===== src/rtl/pwm_bank_pkg.sv =====
package pwm_bank_pkg;
   // register offsets inside one channel window
   localparam logic [3:0] OFS_CTRL   = 4'h0;
   localparam logic [3:0] OFS_DUTY   = 4'h4;
   localparam logic [3:0] OFS_PERIOD = 4'h8;
   // bytes per channel window and master register address
   localparam int WIN_BYTES   = 16;
   localparam int MASTER_ADDR = 'h3C;
endpackage


===== src/rtl/pwm_bank_regs.sv =====
module pwm_bank_regs
   import pwm_bank_pkg::*;
#(
   parameter int NUM_CH = 4,
   parameter int PRE_W  = 14,
   parameter int CNT_W  = 16,
   parameter int AW     = 8,
   parameter int DW     = 32
) (
   input  logic                          clk,
   input  logic                          rst_n,
   input  logic [AW-1:0]                 addr,
   input  logic [DW-1:0]                 wdata,
   input  logic                          we,
   output logic                          master_en,
   output logic [NUM_CH-1:0]             ch_en,
   output logic [NUM_CH-1:0][PRE_W-1:0]  pre,
   output logic [NUM_CH-1:0][CNT_W-1:0]  duty,
   output logic [NUM_CH-1:0][CNT_W-1:0]  period,
   output logic [DW-1:0]                 rdata
);
   localparam logic [AW-1:0] A_MASTER = AW'(MASTER_ADDR);
   localparam int            PRE_LSB  = 2;
   localparam int            PRE_MSB  = PRE_LSB + PRE_W - 1;

   logic                         master_hit;
   logic [NUM_CH-1:0][DW-1:0]    rd_ch;
   logic                         unused_wdata;

   assign master_hit   = we && (addr == A_MASTER);
   assign unused_wdata = ^wdata;

   always_ff @(posedge clk) begin
      if (!rst_n)          master_en <= 1'b0;
      else if (master_hit) master_en <= wdata[0];
   end

   for (genvar c = 0; c < NUM_CH; c++) begin : g_ch
      localparam logic [AW-1:0] A_CTRL = AW'(c*WIN_BYTES + int'(OFS_CTRL));
      localparam logic [AW-1:0] A_DUTY = AW'(c*WIN_BYTES + int'(OFS_DUTY));
      localparam logic [AW-1:0] A_PER  = AW'(c*WIN_BYTES + int'(OFS_PERIOD));

      logic             en_q;
      logic [PRE_W-1:0] pre_q;
      logic [CNT_W-1:0] duty_q;
      logic [CNT_W-1:0] per_q;
      logic [DW-1:0]    rd_q;

      always_ff @(posedge clk) begin
         if (!rst_n) begin
            en_q   <= 1'b0;
            pre_q  <= '0;
            duty_q <= '0;
            per_q  <= '0;
         end else if (we) begin
            if (addr == A_CTRL) begin
               en_q  <= wdata[0];
               pre_q <= wdata[PRE_MSB:PRE_LSB];
            end
            if (addr == A_DUTY) duty_q <= wdata[CNT_W-1:0];
            if (addr == A_PER)  per_q  <= wdata[CNT_W-1:0];
         end
      end

      always_comb begin
         rd_q = '0;
         if (addr == A_CTRL) begin
            rd_q[0]               = en_q;
            rd_q[PRE_MSB:PRE_LSB] = pre_q;
         end else if (addr == A_DUTY) begin
            rd_q[CNT_W-1:0] = duty_q;
         end else if (addr == A_PER) begin
            rd_q[CNT_W-1:0] = per_q;
         end
      end

      assign ch_en[c]  = en_q;
      assign pre[c]    = pre_q;
      assign duty[c]   = duty_q;
      assign period[c] = per_q;
      assign rd_ch[c]  = rd_q;

      // a control write is visible on the next cycle
      p_ctrl_wr_r2: assert property (@(posedge clk) disable iff (!rst_n)
         (we && addr == A_CTRL) |=> (ch_en[c] == $past(wdata[0])));
   end

   always_comb begin
      rdata = '0;
      if (addr == A_MASTER) rdata[0] = master_en;
      for (int c = 0; c < NUM_CH; c++) rdata = rdata | rd_ch[c];
   end

   // master write lands in the master enable
   p_master_wr_r2: assert property (@(posedge clk) disable iff (!rst_n)
      master_hit |=> (master_en == $past(wdata[0])));
endmodule


===== src/rtl/pwm_bank_prescale.sv =====
module pwm_bank_prescale #(
   parameter int PRE_W = 14
) (
   input  logic             clk,
   input  logic             rst_n,
   input  logic             run,
   input  logic [PRE_W-1:0] limit,
   output logic             tick
);
   logic [PRE_W-1:0] cnt;
   logic             at_lim;

   assign at_lim = (cnt >= limit);
   assign tick   = run && at_lim;

   always_ff @(posedge clk) begin
      if (!rst_n)              cnt <= '0;
      else if (!run || at_lim) cnt <= '0;
      else                     cnt <= cnt + 1'b1;
   end

   // a stopped channel keeps its divider at zero
   p_pre_idle_r7: assert property (@(posedge clk) disable iff (!rst_n)
      !run |=> (cnt == '0));
endmodule


===== src/rtl/pwm_bank_chan.sv =====
module pwm_bank_chan #(
   parameter int PRE_W  = 14,
   parameter int CNT_W  = 16,
   parameter bit SHADOW = 1'b1
) (
   input  logic             clk,
   input  logic             rst_n,
   input  logic             run,
   input  logic [PRE_W-1:0] pre,
   input  logic [CNT_W-1:0] duty,
   input  logic [CNT_W-1:0] period,
   output logic             pwm
);
   logic             tick;
   logic [CNT_W-1:0] cnt;
   logic [CNT_W-1:0] duty_use;
   logic [CNT_W-1:0] per_use;
   logic [CNT_W:0]   cnt_nxt;
   logic             wrap;
   logic             boundary;

   pwm_bank_prescale #(.PRE_W(PRE_W)) u_pre (
      .clk   (clk),
      .rst_n (rst_n),
      .run   (run),
      .limit (pre),
      .tick  (tick)
   );

   assign cnt_nxt  = {1'b0, cnt} + 1'b1;
   assign wrap     = (cnt_nxt >= {1'b0, per_use});
   assign boundary = tick && wrap;

   always_ff @(posedge clk) begin
      if (!rst_n)        cnt <= '0;
      else if (!run)     cnt <= '0;
      else if (boundary) cnt <= '0;
      else if (tick)     cnt <= cnt_nxt[CNT_W-1:0];
   end

   if (SHADOW) begin : g_shadow
      logic [CNT_W-1:0] duty_sh;
      logic [CNT_W-1:0] per_sh;

      always_ff @(posedge clk) begin
         if (!rst_n) begin
            duty_sh <= '0;
            per_sh  <= '0;
         end else if (!run || boundary) begin
            duty_sh <= duty;
            per_sh  <= period;
         end
      end

      assign duty_use = duty_sh;
      assign per_use  = per_sh;

      // working values hold inside a running period
      p_hold_mid_period_r8: assert property (@(posedge clk) disable iff (!rst_n)
         (run && !boundary) |=> (duty_use == $past(duty_use) && per_use == $past(per_use)));
      // the period counter stays below the working period
      p_cnt_bound_r3: assert property (@(posedge clk) disable iff (!rst_n)
         (per_use != '0) |-> (cnt < per_use));
   end else begin : g_direct
      assign duty_use = duty;
      assign per_use  = period;
   end

   assign pwm = run && (cnt < duty_use);

   // duty at or above a nonzero period keeps the output high
   p_full_high_r4: assert property (@(posedge clk) disable iff (!rst_n)
      (SHADOW && run && per_use != '0 && duty_use >= per_use) |-> pwm);
endmodule


===== src/rtl/pwm_bank.sv =====
module pwm_bank
   import pwm_bank_pkg::*;
#(
   parameter int NUM_CH = 4,
   parameter int PRE_W  = 14,
   parameter int CNT_W  = 16,
   parameter int AW     = 8,
   parameter int DW     = 32,
   parameter bit SHADOW = 1'b1
) (
   input  logic              clk,
   input  logic              rst_n,
   input  logic [AW-1:0]     addr,
   input  logic [DW-1:0]     wdata,
   input  logic              we,
   output logic [DW-1:0]     rdata,
   output logic [NUM_CH-1:0] pwm_o
);
   localparam int MASTER_WIN = MASTER_ADDR / WIN_BYTES;
   localparam int MASTER_OFS = MASTER_ADDR % WIN_BYTES;

   if (NUM_CH < 1) begin : g_bad_ch
      $error("NUM_CH must be at least one");
   end
   if (NUM_CH * WIN_BYTES > (1 << AW) || MASTER_ADDR >= (1 << AW)) begin : g_bad_aw
      $error("AW too narrow for the register windows");
   end
   if (PRE_W + 2 > DW || CNT_W > DW) begin : g_bad_dw
      $error("DW too narrow for the register fields");
   end
   if (MASTER_WIN < NUM_CH && (MASTER_OFS == int'(OFS_CTRL) ||
       MASTER_OFS == int'(OFS_DUTY) || MASTER_OFS == int'(OFS_PERIOD))) begin : g_bad_map
      $error("master register collides with a channel register");
   end

   logic                         master_en;
   logic [NUM_CH-1:0]            ch_en;
   logic [NUM_CH-1:0][PRE_W-1:0] pre;
   logic [NUM_CH-1:0][CNT_W-1:0] duty;
   logic [NUM_CH-1:0][CNT_W-1:0] period;

   pwm_bank_regs #(
      .NUM_CH (NUM_CH),
      .PRE_W  (PRE_W),
      .CNT_W  (CNT_W),
      .AW     (AW),
      .DW     (DW)
   ) u_regs (
      .clk       (clk),
      .rst_n     (rst_n),
      .addr      (addr),
      .wdata     (wdata),
      .we        (we),
      .master_en (master_en),
      .ch_en     (ch_en),
      .pre       (pre),
      .duty      (duty),
      .period    (period),
      .rdata     (rdata)
   );

   for (genvar c = 0; c < NUM_CH; c++) begin : g_chan
      logic run;
      assign run = master_en && ch_en[c];

      pwm_bank_chan #(
         .PRE_W  (PRE_W),
         .CNT_W  (CNT_W),
         .SHADOW (SHADOW)
      ) u_chan (
         .clk    (clk),
         .rst_n  (rst_n),
         .run    (run),
         .pre    (pre[c]),
         .duty   (duty[c]),
         .period (period[c]),
         .pwm    (pwm_o[c])
      );

      // either enable clear forces the output low
      p_gate_low_r5: assert property (@(posedge clk) disable iff (!rst_n)
         !(master_en && ch_en[c]) |-> !pwm_o[c]);
      // master alone starts nothing
      p_master_alone_r6: assert property (@(posedge clk) disable iff (!rst_n)
         (master_en && !ch_en[c]) |-> !pwm_o[c]);
   end

   // outputs are low straight after reset
   p_reset_low_r1: assert property (@(posedge clk)
      $rose(rst_n) |-> (pwm_o == '0));
endmodule


===== config.mk =====
export PLATFORM = sky130hd
export DESIGN_NAME = pwm_bank
export DESIGN_NICKNAME = d
export VERILOG_FILES = /design/src/rtl/pwm_bank_pkg.sv /design/src/rtl/pwm_bank_regs.sv /design/src/rtl/pwm_bank_prescale.sv /design/src/rtl/pwm_bank_chan.sv /design/src/rtl/pwm_bank.sv
export SDC_FILE = /design/constraint.sdc
export NUM_CORES = 1
export LEC_CHECK = 0
export BUFFER_PORTS_ARGS = -buffer_cell sky130_fd_sc_hd__buf_2
export CAP_MARGIN = 15
export CORE_ASPECT_RATIO = 1.5
export CORE_MARGIN = 1.5
export CORE_UTILIZATION = 40
export CTS_CLUSTER_DIAMETER = 150
export DETAILED_ROUTE_END_ITERATION = 16
export SLEW_MARGIN = 30
export SYNTH_ARGS = -nofsm -noshare
export SYNTH_HDL_FRONTEND = slang
export SYNTH_SLANG_ARGS = --single-unit

===== constraint.sdc =====
create_clock -name clk -period 5.15 [get_ports clk]
set_clock_uncertainty 0.1 [all_clocks]
set_input_delay 0.7725 -clock clk [delete_from_list [all_inputs] [get_ports clk]]
set_output_delay 0.7725 -clock clk [all_outputs]
set_load 0.01 [all_outputs]

=== Word level (Yosys, flattened, before mapping) ===
Index checks and enable logic that the tools add are counted.

* Word-level logic and storage cells: 145
* Bits of input ports: 43
* Bits in registers: 437
* Output and inout bits: 36

* Add/subtract/negate cells: 8
* Muxes and demuxes: 21
* Reduce and logical (&&, ||, !) cells: 50
* Eq/ne operators: 12
* Bitwise operators: 9
* Order comparisons: 12

{| class="wikitable"
|+ Operator list
! kind !! number
|-
| $mux W16 || 8
|-
| $or A32 B16 Y32 || 3
|-
| $add A16 B1 Y17 const B || 4
|-
| $ge A17 B16 Y1 || 4
|-
| $lt A16 B16 Y1 || 4
|-
| $add A14 B1 Y14 const B || 4
|-
| $eq A8 B6 Y1 const B || 7
|-
| $ge A14 B14 Y1 || 4
|-
| $mux W14 || 4
|-
| $eq A8 B5 Y1 const B || 3
|-
| $reduce_and A2 Y1 || 12
|-
| $logic_and A1 B1 Y1 || 17
|-
| $or A1 B16 Y16 || 1
|-
| $reduce_or A3 Y1 || 4
|-
| $mux W1 || 9
|-
| $eq A8 B3 Y1 const B || 1
|-
| $eq A8 B4 Y1 const B || 1
|-
| $logic_not A8 Y1 || 1
|-
| $logic_or A1 B1 Y1 || 8
|-
| $reduce_or A2 Y1 || 4
|-
| $not A1 Y1 || 5
|-
| $logic_not A1 Y1 || 4
|}

=== Depth between registers and ports, before layout ===
* Depth in word-level cells: 8
* Depth in mapped cells: 16
* Gate-level depth less buffers: 14

=== Hierarchy ===
A second synthesis with hierarchy kept.

* Cell total of the unflattened synthesis: 3116
* Area, all modules: 26133.8 um2

{| class="wikitable"
|+ By module, submodules not included
! module !! cells each !! seq. area each (um2) !! area each (um2) !! times used
|-
| pwm_bank_regs || 1049 || 3783.6 || 9047.4 || 1
|-
| pwm_bank_chan at g_chan[1].u_chan ... || 402 || 960.9 || 3274.4 || 2
|-
| pwm_bank_chan at g_chan[0].u_chan ... || 401 || 960.9 || 3258.1 || 2
|-
| pwm_bank_prescale at g_chan[0].u_chan.u_pre ... || 115 || 280.3 || 1026.0 || 3
|-
| pwm_bank_prescale at g_chan[3].u_chan.u_pre || 112 || 280.3 || 918.4 || 1
|-
| pwm_bank || 4 || 0.0 || 25.0 || 1
|}

=== Worst setup path before layout ===
Ideal clock, no wire load.

* Path type: register to register
* Start point: reg g_chan[3].u_chan.cnt[0]
* End point: reg g_chan[3].u_chan.cnt[10]
* Arrival: 3.522 ns
* Period minus slack after synthesis: 3.691 ns
* Data required time: 4.981 ns
* Stages on the path, launching flop included: 16
* Path buffers: 2
* Path slack: 1.459 ns
* Library setup time: 0.069 ns
* Cell sequence: dfxtp_1 ha_1 nand3_2 or3_1 buf_2 nor3_1 xnor2_1 ha_1 a21oi_1 nand2_1 a21oi_1 o311ai_4 or4_4 buf_6 or3_1 o21ai_1

* Word-level cells in the longest chain between the ends: 4

{| class="wikitable"
|+ RTL lines
! what !! line !! text
|-
| from (decl) || pwm_bank_chan.sv:15 || <nowiki>logic [CNT_W-1:0] cnt;</nowiki>
|-
| from (signal assigned) || pwm_bank_chan.sv:38 || <nowiki>else if (tick) cnt <= cnt_nxt[CNT_W-1:0];</nowiki>
|-
| $add A16 B1 Y17 || pwm_bank_chan.sv:30 || <nowiki>assign cnt_nxt = {1'b0, cnt} + 1'b1;</nowiki>
|-
| net g_chan[3].u_chan.cnt_nxt[14] || pwm_bank_chan.sv:18 || <nowiki>logic [CNT_W:0] cnt_nxt;</nowiki>
|-
| $ge A17 B16 Y1 || pwm_bank_chan.sv:31 || <nowiki>assign wrap = (cnt_nxt >= {1'b0, per_use});</nowiki>
|-
| $logic_and A1 B1 Y1 || pwm_bank_chan.sv:32 || <nowiki>assign boundary = tick && wrap;</nowiki>
|-
| $reduce_or A3 Y1 (no source line) || -- ||
|}

The timed path passes the listed nets, and every way through them passes these cells.
A chain may end at the register's enable or synchronous reset.

=== Worst setup path in the final report ===
* Start point: reg g_chan[0].u_chan.cnt[0]
* End point: reg g_chan[0].u_chan.g_shadow.duty_sh[11]

* Word-level cells in the longest chain between the ends: 4

{| class="wikitable"
|+ RTL lines
! what !! line !! text
|-
| from (decl) || pwm_bank_chan.sv:15 ||
|-
| from (signal assigned) || pwm_bank_chan.sv:38 ||
|-
| $add A16 B1 Y17 || pwm_bank_chan.sv:30 ||
|-
| net g_chan[0].u_chan.cnt_nxt[14] || pwm_bank_chan.sv:18 ||
|-
| $ge A17 B16 Y1 || pwm_bank_chan.sv:31 ||
|-
| $logic_and A1 B1 Y1 || pwm_bank_chan.sv:32 ||
|-
| $logic_or A1 B1 Y1 || pwm_bank_chan.sv:49 || <nowiki>end else if (!run || boundary) begin</nowiki>
|-
| to (signal assigned) || pwm_bank_chan.sv:50 || <nowiki>duty_sh <= duty;</nowiki>
|-
| to (decl) || pwm_bank_chan.sv:42 || <nowiki>logic [CNT_W-1:0] duty_sh;</nowiki>
|}

The timed path passes the listed nets, and every way through them passes these cells.

==> impl_metrics.toml <==
[critical_path]
criticalPathCategory = "reg2reg"
cp_cell_sequence = "ha_1, nand4_1, nor3_1, nand4_1, xnor2_1, ha_1, nand3_1, nor3_1, a211oi_1, o21a_1, o211ai_4, buf_4, nand3_1, o31ai_1"
cp.depth = 14
cp-end-kind = "flip-flop"
reg2reg_depth = 14
cp.required_ps = 5510
rrSetupSlack_ps = 850
cp_top_family = "simple AND/OR/NAND/NOR gates"
crit_path_max_incr_delay_ps = 640
crit_arrival_ps = 4670
start_kind = "flip-flop"
crit_slowest_cell = "o211ai_4"
worstPathMaxFanout = 33
crit_buf_inv = 1

[placed_design]
place_area_mm2 = 0.02363
port_buffers = 46
dp_hpwl_mm = 53.62
gp_congestion = 0.9153
dp_cells = 3542

[sta]
hold_viol_final = 0
setup_tns_ps = 0
maxSlewViolCount = 0
max_freq_ghz = 0.2323
slew_headroom_pct = 39.81
rsz0062_at_grt = "no"
fin_crit_sh_pct = 83.59
fin_hold_ws_ps = 354.4
period_needed_ps = 4305
worst_pin_slew_ps = 902.8
setup_viol = 0

[detailed_routing]
first_pass_iters = 6
drc = 0
num_vias = 20740
drtAntennaViolNets = 0
totalWireLength_mm = 73.18
avgRoutedWirePerCell_um = 20.20
drtIter0Drc = 1836
viasPerCell = 5.726

[clocking]
cts-root-buf = "clkbuf_16"
cts_num_sinks = 437
post_cts_buffers = 0
cts_resized = 0
cts_tree = "yes"
path_clk_slew_ps = 60
ctsHoldBuffers = 0
cts_made_buffers = 44
clk_latency_ps = 570
clk_path_buf_depth = 3
htree_levels = 2

[cells_and_area]
drive_gt1_share_pct = 5.806
nets = 3056
syn_to_final_growth_pct = 9.700
design_area_mm2 = 0.02526
final_cells = 3622
antenna_cells = 0

[grt]
overflow = 0
grt_max_degree = 124
grt_usage_pct = 24.55
grt_pass1_vias = 20160
grt_pass1_wl_mm = 113.8
antenna_found_initial = 2

[logic_synthesis]
synth_edf_count = 0
syn_area_mm2 = 0.02302
syn_area_per_cell_um2 = 7.950
synthFlopType = "dfxtp_1"
async_reset_ff_share_pct = 0
syn_inst = 2896
ys_ff_latch = 437
synthDistinctLibCells = 75
synth-seq-area-share_pct = 38.00
synth_warnings = 0

[power]
ir_worst_vdd_mv = 0.2729
leakagePower_nw = 8.926
power.density_mw_per_mm2 = 283.6

[flow_run]
drv_cap = 0

[hold_path]
hold_depth = 2
hold_path.class = "reg2reg"

[die]
rows = 107
io-pin-count = 79
coreArea_mm2 = 0.05690
die_w_um = 198.9
die_h_um = 296.8
initial_core_util_pct = 40.47
fp.dieArea_mm2 = 0.05904

[run_status]
status = "finished clean"
==> flip-flops by register name, indices dropped and copies added, names as in the netlist <==
name	flops
u_regs.master_en	1
g_chan.u_chan.cnt	64
u_regs.g_ch.pre_q	56
g_chan.u_chan.u_pre.cnt	56
g_chan.u_chan.g_shadow.per_sh	64
g_chan.u_chan.duty_use	64
u_regs.g_ch.per_q	64
u_regs.g_ch.duty_q	64
u_regs.g_ch.en_q	4
==> cells in the final DEF (no fill, tap or decap), types with 19 or more instances in the layout <==
cell / synthesis / routed
a21o_1: 29 / 29
a21oi_1: 272 / 272
a221oi_1: 19 / 19
a22oi_1: 42 / 42
and3_1: 34 / 34
buf_2: 20 / 45
buf_4: 27 / 23
clkbuf_16: 0 / 46
dfxtp_1: 437 / 437
ha_1: 188 / 188
inv_1: 197 / 197
nand2_1: 515 / 515
nand3_1: 206 / 206
nand4_1: 32 / 32
nor2_1: 149 / 148
nor3_1: 25 / 25
o21ai_0: 79 / 79
o31ai_1: 123 / 123
xnor2_1: 48 / 48
xor2_1: 69 / 69
==> cell families (layout without fill, tap and decap cells) <==
group	count (synthesis)	after routing	share of synthesized area [%]
mux	15	15	0.6521
buf+inv	400	348	7.233
fa+ha+maj	188	188	10.22
compound gates	684	684	18.91
flops	437	437	38.00
xor+xnor	117	117	4.451
simple gates	1054	1054	20.53
other cells	1	16	0.01629
==> per-layer routing <==
metal | share of wire, % | up-vias | global-route usage [%]
met5 | 0.016 | - | 0
met4 | 6.1 | 2 | 13.60
met3 | 5.8 | 220 | 3.179
met2 | 50 | 721 | 43.61
met1 | 38 | 9901 | 28.03
li1 | - | 9896 | -
==> through the flow <==
stage / util (%) / setup WS [ps] / power, W
finish: 44.39 / 845.2 / 0.007164
global route: 44.39 / 469.1 / 0.007346
CTS: 44.39 / 833.6 / 0.007204
detailed placement: 41.53 / 862.8 / 0.003643
global placement: 41.52 / 953.1 / 0.003643
floorplan: - / 1459 / 0.003572
==> worst register-to-register path, stage by stage, from the launching register on <==
cell and delay [ps]:
dfxtp_1 420, ha_1 290, nand4_1 200, nor3_1 530, nand4_1 190, xnor2_1 200
ha_1 320, nand3_1 110, nor3_1 210, a211oi_1 110, o21a_1 190, o211ai_4 650
buf_4 440, nand3_1 150, o31ai_1 90
==> power by group <==
group	internal (W)	total, W	switching, W	leakage (nW)
clock network	0.00217	0.00359	0.00142	0.797
registers	0.00338	0.00338	0.00000256	3.52
logic	0.0000279	0.000191	0.000163	4.61
==> path summary, 6_finish.rpt <==
check / startpoint / endpoint
worst max-delay path: g_chan[0].u_chan.cnt[0] / g_chan[0].u_chan.duty_use[11]
worst min-delay path: u_regs.g_ch[1].pre_q[2] / u_regs.g_ch[1].pre_q[2]
worst max register to register: g_chan[0].u_chan.cnt[0] / g_chan[0].u_chan.duty_use[11]
worst min register to register: u_regs.g_ch[1].pre_q[2] / u_regs.g_ch[1].pre_q[2]
==> area by class of cell <==
| class | instances | area [µm²] |
|---|---|---|
| Sequential cell | 437 | 8748 |
| Fill cell | 5642 | 31640 |
| Multi-Input combinational cell | 2074 | 12740 |
| Timing Repair Buffer | 70 | 437.9 |
| Tap cell | 763 | 954.7 |
| Clock inverter | 12 | 231.5 |
| Inverter | 198 | 750.7 |
| Clock buffer | 68 | 1394 |
==> Yosys cell counts (12+ instances only) <==
cell type    n  area share [%]
inv_1      197             3.2
mux2i_1     15            0.65
o31ai_1    123             4.0
nand2b_1    14            0.38
nor2_1     149             2.4
a21o_1      29            0.95
xor2_1      69             2.6
or3_1       14            0.38
nand4_1     32            0.87
a221oi_1    19            0.72
xnor2_1     48             1.8
buf_2       20            0.43
o22ai_1     12            0.33
a21oi_1    272             5.9
o21a_1      14            0.46
o21ai_0     79             1.7
and4_1      14            0.53
nand3_1    206             4.5
nor3_1      25            0.54
dfxtp_1    437              38
and3_1      34            0.92
ha_1       188              10
a22oi_1     42             1.4
buf_4       27            0.88
nand2_1    515             8.4
clkbuf_1   141             2.3
Power figures use the tool's default switching activity.
